### src/rtl/usb_addr_pkg.sv
package usb_addr_pkg;
  typedef enum logic {
    SEL_ADDR = 1'b0,
    SEL_STAT = 1'b1
  } reg_sel_e;

  localparam int STAT_MODE_BIT = 0;
  localparam int STAT_ERR_BIT  = 1;
endpackage

### src/rtl/uac_err_flag.sv
module uac_err_flag (
  input  logic clk,
  input  logic rst_n,
  input  logic set_i,
  input  logic clr_i,
  output logic flag_o
);
  // Hardware set dominates a firmware clear in the same cycle.
  function automatic logic f_next_flag(input logic cur, input logic set, input logic clr);
    if (set)      return 1'b1;
    else if (clr) return 1'b0;
    else          return cur;
  endfunction

  always_ff @(posedge clk or negedge rst_n) begin
    if (!rst_n) flag_o <= 1'b0;
    else        flag_o <= f_next_flag(flag_o, set_i, clr_i);
  end

  p_set_wins_r8: assert property (@(posedge clk) disable iff (!rst_n)
    set_i |=> flag_o);
  p_sticky_r7: assert property (@(posedge clk) disable iff (!rst_n)
    (flag_o && !clr_i) |=> flag_o);
  p_clear_r7: assert property (@(posedge clk) disable iff (!rst_n)
    (clr_i && !set_i) |=> !flag_o);
endmodule

### src/rtl/uac_active_addr.sv
module uac_active_addr #(
  parameter int ADDR_W = 7
) (
  input  logic              clk,
  input  logic              rst_n,
  input  logic              bus_rst_i,
  input  logic              wr_addr_i,
  input  logic              wr_stat_i,
  input  logic              stat_mode_i,
  input  logic              in_ack_i,
  input  logic [ADDR_W-1:0] wval_i,
  input  logic [ADDR_W-1:0] stored_i,
  output logic [ADDR_W-1:0] dev_addr_o,
  output logic              defer_o
);
  // Named events for the assertions.
  logic commit_deferred;
  logic commit_now;

  assign commit_deferred = defer_o && in_ack_i;
  assign commit_now      = !defer_o && wr_addr_i;

  function automatic logic [ADDR_W-1:0] f_next_addr(
    input logic              rst,
    input logic              ld_def,
    input logic              ld_now,
    input logic [ADDR_W-1:0] stored,
    input logic [ADDR_W-1:0] wval,
    input logic [ADDR_W-1:0] cur);
    if (rst)         return '0;
    else if (ld_def) return stored;
    else if (ld_now) return wval;
    else             return cur;
  endfunction

  function automatic logic f_next_mode(
    input logic rst, input logic fw_wr, input logic fw_val,
    input logic hw_clr, input logic cur);
    if (rst)         return 1'b0;
    else if (fw_wr)  return fw_val;
    else if (hw_clr) return 1'b0;
    else             return cur;
  endfunction

  always_ff @(posedge clk or negedge rst_n) begin
    if (!rst_n) begin
      dev_addr_o <= '0;
      defer_o    <= 1'b0;
    end else begin
      dev_addr_o <= f_next_addr(bus_rst_i, commit_deferred, commit_now,
                                stored_i, wval_i, dev_addr_o);
      defer_o    <= f_next_mode(bus_rst_i, wr_stat_i, stat_mode_i,
                                commit_deferred, defer_o);
    end
  end

  p_immediate_r2: assert property (@(posedge clk) disable iff (!rst_n)
    (!defer_o && wr_addr_i && !bus_rst_i) |=> dev_addr_o == $past(wval_i));
  p_no_early_r3: assert property (@(posedge clk) disable iff (!rst_n)
    (defer_o && !in_ack_i && !bus_rst_i) |=> $stable(dev_addr_o));
  p_deferred_load_r4: assert property (@(posedge clk) disable iff (!rst_n)
    (defer_o && in_ack_i && !bus_rst_i) |=> dev_addr_o == $past(stored_i));
  p_auto_clear_r4: assert property (@(posedge clk) disable iff (!rst_n)
    (defer_o && in_ack_i && !wr_stat_i) |=> !defer_o);
  p_idle_ack_r5: assert property (@(posedge clk) disable iff (!rst_n)
    (!defer_o && !wr_addr_i && !bus_rst_i) |=> $stable(dev_addr_o));
  p_bus_reset_r6: assert property (@(posedge clk) disable iff (!rst_n)
    bus_rst_i |=> (dev_addr_o == '0) && !defer_o);
  p_fw_mode_wins_r11: assert property (@(posedge clk) disable iff (!rst_n)
    (wr_stat_i && !bus_rst_i) |=> defer_o == $past(stat_mode_i));
endmodule

### src/rtl/uac_regfile.sv
module uac_regfile
  import usb_addr_pkg::*;
#(
  parameter int ADDR_W = 7,
  parameter int DATA_W = 8
) (
  input  logic              clk,
  input  logic              rst_n,
  input  logic              wr_addr_i,
  input  logic [DATA_W-1:0] wdata_i,
  input  reg_sel_e          sel_i,
  input  logic              mode_i,
  input  logic              err_i,
  output logic [ADDR_W-1:0] stored_o,
  output logic [DATA_W-1:0] rdata_o
);
  localparam int WAKE_BIT = ADDR_W;
  localparam int PAD_W    = DATA_W - 2;

  logic wake_q;

  always_ff @(posedge clk or negedge rst_n) begin
    if (!rst_n) begin
      stored_o <= '0;
      wake_q   <= 1'b0;
    end else if (wr_addr_i) begin
      stored_o <= wdata_i[ADDR_W-1:0];
      wake_q   <= wdata_i[WAKE_BIT];
    end
  end

  logic [DATA_W-1:0] addr_view;
  logic [DATA_W-1:0] stat_view;

  assign addr_view = {wake_q, stored_o};
  assign stat_view = {{PAD_W{1'b0}}, err_i, mode_i};
  assign rdata_o   = (sel_i == SEL_STAT) ? stat_view : addr_view;

  p_stat_msb_zero_r9: assert property (@(posedge clk) disable iff (!rst_n)
    (sel_i == SEL_STAT) |-> rdata_o[DATA_W-1:2] == '0);
  p_replace_r3: assert property (@(posedge clk) disable iff (!rst_n)
    wr_addr_i |=> stored_o == $past(wdata_i[ADDR_W-1:0]));
endmodule

### src/rtl/usb_addr_ctrl.sv
module usb_addr_ctrl
  import usb_addr_pkg::*;
#(
  parameter int ADDR_W = 7,
  parameter int DATA_W = ADDR_W + 1
) (
  input  logic              clk,
  input  logic              rst_n,
  input  logic              bus_rst,
  input  logic              reg_wr,
  input  logic              reg_sel,
  input  logic [DATA_W-1:0] reg_wdata,
  output logic [DATA_W-1:0] reg_rdata,
  input  logic              in_ack,
  input  logic              ep0_err,
  output logic [ADDR_W-1:0] dev_addr
);
  reg_sel_e          sel;
  logic              wr_addr;
  logic              wr_stat;
  logic              err_clr;
  logic              defer_mode;
  logic              err_flag;
  logic [ADDR_W-1:0] stored_addr;

  assign sel     = reg_sel_e'(reg_sel);
  assign wr_addr = reg_wr && (sel == SEL_ADDR);
  assign wr_stat = reg_wr && (sel == SEL_STAT);
  assign err_clr = wr_stat && reg_wdata[STAT_ERR_BIT];

  uac_regfile #(.ADDR_W(ADDR_W), .DATA_W(DATA_W)) u_regs (
    .clk      (clk),
    .rst_n    (rst_n),
    .wr_addr_i(wr_addr),
    .wdata_i  (reg_wdata),
    .sel_i    (sel),
    .mode_i   (defer_mode),
    .err_i    (err_flag),
    .stored_o (stored_addr),
    .rdata_o  (reg_rdata)
  );

  uac_active_addr #(.ADDR_W(ADDR_W)) u_active (
    .clk        (clk),
    .rst_n      (rst_n),
    .bus_rst_i  (bus_rst),
    .wr_addr_i  (wr_addr),
    .wr_stat_i  (wr_stat),
    .stat_mode_i(reg_wdata[STAT_MODE_BIT]),
    .in_ack_i   (in_ack),
    .wval_i     (reg_wdata[ADDR_W-1:0]),
    .stored_i   (stored_addr),
    .dev_addr_o (dev_addr),
    .defer_o    (defer_mode)
  );

  uac_err_flag u_err (
    .clk   (clk),
    .rst_n (rst_n),
    .set_i (ep0_err),
    .clr_i (err_clr),
    .flag_o(err_flag)
  );

  p_wake_isolated_r10: assert property (@(posedge clk) disable iff (!rst_n)
    (wr_addr && defer_mode && !in_ack && !bus_rst) |=> $stable(dev_addr));
  p_bus_rst_keeps_reg_r6: assert property (@(posedge clk) disable iff (!rst_n)
    (bus_rst && !reg_wr) |=> $stable(stored_addr));
  p_commit_old_value_r12: assert property (@(posedge clk) disable iff (!rst_n)
    (defer_mode && in_ack && wr_addr && !bus_rst) |=> dev_addr == $past(stored_addr));
endmodule

### config.mk
export PLATFORM = sky130hd
export DESIGN_NAME = usb_addr_ctrl
export DESIGN_NICKNAME = d
export VERILOG_FILES = /design/src/rtl/usb_addr_pkg.sv /design/src/rtl/uac_err_flag.sv /design/src/rtl/uac_active_addr.sv /design/src/rtl/uac_regfile.sv /design/src/rtl/usb_addr_ctrl.sv
export SDC_FILE = /design/constraint.sdc
export NUM_CORES = 1
export LEC_CHECK = 0
export BUFFER_PORTS_ARGS = -buffer_cell sky130_fd_sc_hd__buf_2
export CORE_UTILIZATION = 25
export DETAILED_ROUTE_END_ITERATION = 16
export MAX_ROUTING_LAYER = met4
export SKIP_LAST_GASP = 1
export SYNTH_ARGS = -nofsm -noshare
export SYNTH_HDL_FRONTEND = slang
export SYNTH_HIERARCHICAL = 1
export SYNTH_SLANG_ARGS = --single-unit
### constraint.sdc
create_clock -name clk -period 2 [get_ports clk]
set_input_delay 0.3 -clock clk [delete_from_list [all_inputs] [get_ports clk]]
set_output_delay 0.3 -clock clk [all_outputs]
set_load 0.005 [all_outputs]
# Word level (Yosys, flattened, before mapping)
# Cells that the tools add are included.
[op_classes]
muxes = 9
bitwise = 1
n_reduce_logical = 9
[op_table]
columns = ["cell", "n"]
rows = [
  ["two-way mux 7 bit", 3],
  ["two-way mux 8 bit", 1],
  ["nonzero test 3 bit", 2],
  ["logical AND 1 bit", 5],
  ["two-way mux 1 bit", 5],
  ["nonzero test 2 bit", 1],
  ["zero test 1 bit", 1],
  ["NOT 1 bit", 1],
]
[totals]
register_bits = 17
out_inout_bits = 15
wordCells = 24

# Depth between registers and ports, before layout
[depth]
depth_word = 6
depth_mapped = 3
mapped_depth_nobuf = 3

# Modules after synthesis
# Netlist, hierarchy kept.
[modules_own_cells]
columns = ["module", "instances", "cells_per_inst", "area_per_inst_um2", "seq_area_each_um2"]
rows = [
  ["uac_active_addr", 1, 44, 501.7, 200.2],
  ["uac_regfile", 1, 25, 397.9, 200.2],
  ["uac_err_flag", 1, 3, 36.3, 25.0],
  ["usb_addr_ctrl", 1, 3, 23.8, 0.0],
]

# Worst setup path after synthesis
# OpenSTA, ideal clock, no wires.
[synth_path]
path_kind = "input port to flip-flop"
from = "input port reg_sel"
to = "register u_regs.stored_o[0]"
setup_time_ns = 0.125
arrival_ns = 1.037
slack_ns = 0.838
path_stages = 3
n_path_buf = 1
path_cell_list = "and2b_2 buf_6 mux2_4"
[synth_between]
elab_chain_len = 2
[synth_lines]
columns = ["element", "line_no", "text"]
rows = [
  ["start, declared", "usb_addr_ctrl.sv:11", "input logic reg_sel,"],
  ["NOT 1 bit", "usb_addr_ctrl.sv:27", "assign wr_addr = reg_wr && (sel == SEL_ADDR);"],
  ["logical AND 1 bit", "usb_addr_ctrl.sv:27", ""],
  ["end signal, assigned", "uac_regfile.sv:27", "stored_o <= wdata_i[ADDR_W-1:0];"],
  ["end, declared", "uac_regfile.sv:14", "output logic [ADDR_W-1:0] stored_o,"],
]
# No other way between the ends.
# A chain may end at the register's enable or synchronous reset.

# Worst setup path in the final report
[layout_path]
from = "register u_active.defer_o"
to = "output port reg_rdata[0]"
[layout_between]
elab_chain_len = 1
[layout_lines]
columns = ["element", "line_no", "text"]
rows = [
  ["start, declared", "uac_active_addr.sv:14", "output logic defer_o"],
  ["start signal, assigned", "uac_active_addr.sv:52", "defer_o <= f_next_mode(bus_rst_i, wr_stat_i, stat_mode_i,"],
  ["two-way mux 8 bit", "uac_regfile.sv:37", "assign rdata_o = (sel_i == SEL_STAT) ? stat_view : addr_view;"],
  ["end, declared", "usb_addr_ctrl.sv:13", "output logic [DATA_W-1:0] reg_rdata,"],
]
# No other way between the ends.

==> impl_metrics.json <==
{
  "die_y_um": 63.96,
  "final_hold_viol_count": 0,
  "fin_nets": 120,
  "min_period_ns": 1.567,
  "cts_resized": 0,
  "dr_total_vias": 711,
  "hold_path.class": "in2reg",
  "die-area_um2": 4090,
  "syn_area_per_cell_um2": 12.80,
  "ys.warnings.count": 6,
  "vias_per_cell": 4.678,
  "maxSlewViolCount": 0,
  "dieWidth_um": 63.96,
  "grt.overflow.total": 0,
  "clk_latency_ns": 0.25,
  "slowest_stage": "dfrtp_1",
  "clock_sinks": 17,
  "drv_cap": 0,
  "cts_buffer_depth": 2,
  "drive_above_1_share_pct": 47.12,
  "fp.coreArea_um2": 3661,
  "htreeDepth": 1,
  "ys_seq_area_share_pct": 44.33,
  "final_util_pct": 32.33,
  "pwr_density_cell_nw_per_um2": 686.9,
  "diodes": 0,
  "status": "finished, final reports clean",
  "drc": 0,
  "netlist_instances": 75,
  "critPathMaxFanout": 17,
  "clk_pin_slew_ns": 0.06,
  "required_ns": 1.70,
  "num-fill-cells": 376,
  "area_growth_pct": 23.34,
  "portBuffers": 29,
  "dp.final_hpwl_um": 1407,
  "fin_crit_sh_pct": 78.33,
  "clock-root-buffer": "clkbuf_8",
  "drt_iter0_markers": 12,
  "startpoint_type": "flip-flop",
  "leakagePower_nw": 0.5347,
  "wire_per_inst_um": 13.69,
  "initial_utilization_pct": 26.21,
  "grt_setup_unrepaired": "no",
  "ios": 30,
  "post_cts_buffers": 0,
  "crit_end": "reg_rdata[0]",
  "maxSlewHeadroom_pct": 68.48,
  "grt_pass1_wl_um": 3360,
  "critPathKind": "reg2out",
  "r2r-start": "u_active/defer_o",
  "gp_congestion": 0.6900,
  "tritoncts": "yes",
  "layout_commonest_cell": "buf_2",
  "fmax_mhz": 638.3,
  "placementRows": 22,
  "crit_arrival_ns": 1.27,
  "worstRegToRegCells": 2,
  "grt_max_degree": 23,
  "antenna_left": 0,
  "peakVddDrop_mv": 0.3138,
  "setup_viol": 0,
  "layout_common_cells": "buf_2, dfrtp_1, mux2_4",
  "netlist-cell-type-count": 22,
  "path_cells": "mux2_2 > buf_2",
  "min_path_cells": 2,
  "grt_pass1_vias": 640,
  "antenna_found_initial": 0,
  "postCtsHoldBufs": 1,
  "syn_nets": 90,
  "worstSetupStartpoint": "u_active/defer_o",
  "worstReg2RegEnd": "u_active/dev_addr_o[5]",
  "synth_area_um2": 959.7,
  "end_kind": "output pin",
  "dr.pass1.iters": 4,
  "max_stage_delay_ns": 0.55,
  "worstMarginPinSlew_ns": 0.4728,
  "clock_skew_ns": 0.004884,
  "drt_wl_total_um": 2081,
  "cts_made_buffers": 3,
  "synth-seq-cells": 17,
  "r2r_setup_slack_ns": 0.62,
  "setup-tns-final_ns": 0,
  "grt_usage_pct": 11.08
}
## kinds of logic after synthesis
| group | after synthesis | share of synthesized area (%) |
|---|---|---|
| buf+inv | 6 | 4.303 |
| mux | 11 | 16.04 |
| simple gates | 32 | 28.55 |
| flops | 17 | 44.33 |
| compound gates | 9 | 6.779 |
## worst min path at each step
stage,startpoint,endpoint,slack [ns]
2_1_floorplan,rst_n,u_active/defer_o,0.004
3_3_place_gp,rst_n,u_active/dev_addr_o[3],0.25
3_5_place_dp,rst_n,u_active/dev_addr_o[3],0.25
4_1_cts,ep0_err,u_err/flag_o,0.23
5_1_grt,ep0_err,u_err/flag_o,0.22
6_report,ep0_err,u_err/flag_o,0.23
## per-layer routing
layer  up-vias  wire [um]  GRT usage, %
li1        337          -             -
met1       352       1053         15.68
met2        20        919         15.69
met3         2         84         2.857
met4         0         24         2.557
met5         -          0             -
## registers in the layout (all words and copies together), names as in the netlist
register / count
u_active/defer_o: 1
u_regs/wake_q: 1
u_active/dev_addr_o: 7
u_regs/stored_o: 7
u_err/flag_o: 1
## through the flow
stage          hold WS (ns)  setup slack, ns  area [um2]  power [mW]  cells
2_1_floorplan      0.004409           0.8381       959.7      0.4997     75
3_3_place_gp         0.2458           0.4125        1127      0.5590    147
3_5_place_dp         0.2500           0.3632        1127      0.5631    147
4_1_cts              0.2273           0.4352        1184      0.8276    152
5_1_grt              0.2241           0.3488        1184      0.8617    152
6_report             0.2295           0.4334        1184      0.8131    152
## synthesized netlist by cell type
| cell | number | share of area, % |
|---|---|---|
| and2b_1 | 5 | 3.9 |
| nand4b_1 | 7 | 6.4 |
| nand2b_1 | 7 | 4.6 |
| nand4bb_1 | 4 | 4.7 |
| or4bb_1 | 1 | 1.2 |
| and2_2 | 1 | 0.78 |
| nor2b_1 | 1 | 0.65 |
| a21oi_1 | 1 | 0.52 |
| and2b_2 | 1 | 0.91 |
| dfrtp_1 | 17 | 44 |
| clkbuf_1 | 2 | 0.78 |
| nand4bb_2 | 2 | 3.4 |
| mux2_2 | 3 | 3.5 |
| buf_4 | 1 | 0.78 |
| inv_1 | 1 | 0.39 |
| mux2_4 | 8 | 13 |
| and3_2 | 1 | 0.78 |
| or3b_1 | 1 | 0.91 |
| buf_6 | 2 | 2.3 |
| o211ai_1 | 7 | 5.5 |
| nand2_1 | 1 | 0.39 |
| a21o_1 | 1 | 0.78 |
## worst max-delay path, delay by kind of cell, from the launching register on
kind	cells	cell delay [ns]
buffers and inverters	1	0.13
flip-flops	1	0.55
multiplexers	1	0.34
## cell type report
class	instances	area (um2)	area share, %
clock buffers	3	41.29	3.488
clock inverters	1	5.005	0.4228
inverters	1	3.754	0.3171
multi-input cells	52	493.0	41.65
flip-flops and latches	17	425.4	35.94
well taps	48	60.06	5.074
repair buffers	30	155.1	13.11
## report_power, final
| group | internal, mW | switching (mW) | total [mW] |
|---|---|---|---|
| Combinational | 0.0915 | 0.0611 | 0.153 |
| Clock | 0.138 | 0.118 | 0.256 |
| Sequential | 0.378 | 0.0263 | 0.404 |
| Total | 0.607 | 0.206 | 0.813 |
(Power assumes the default switching activity.)
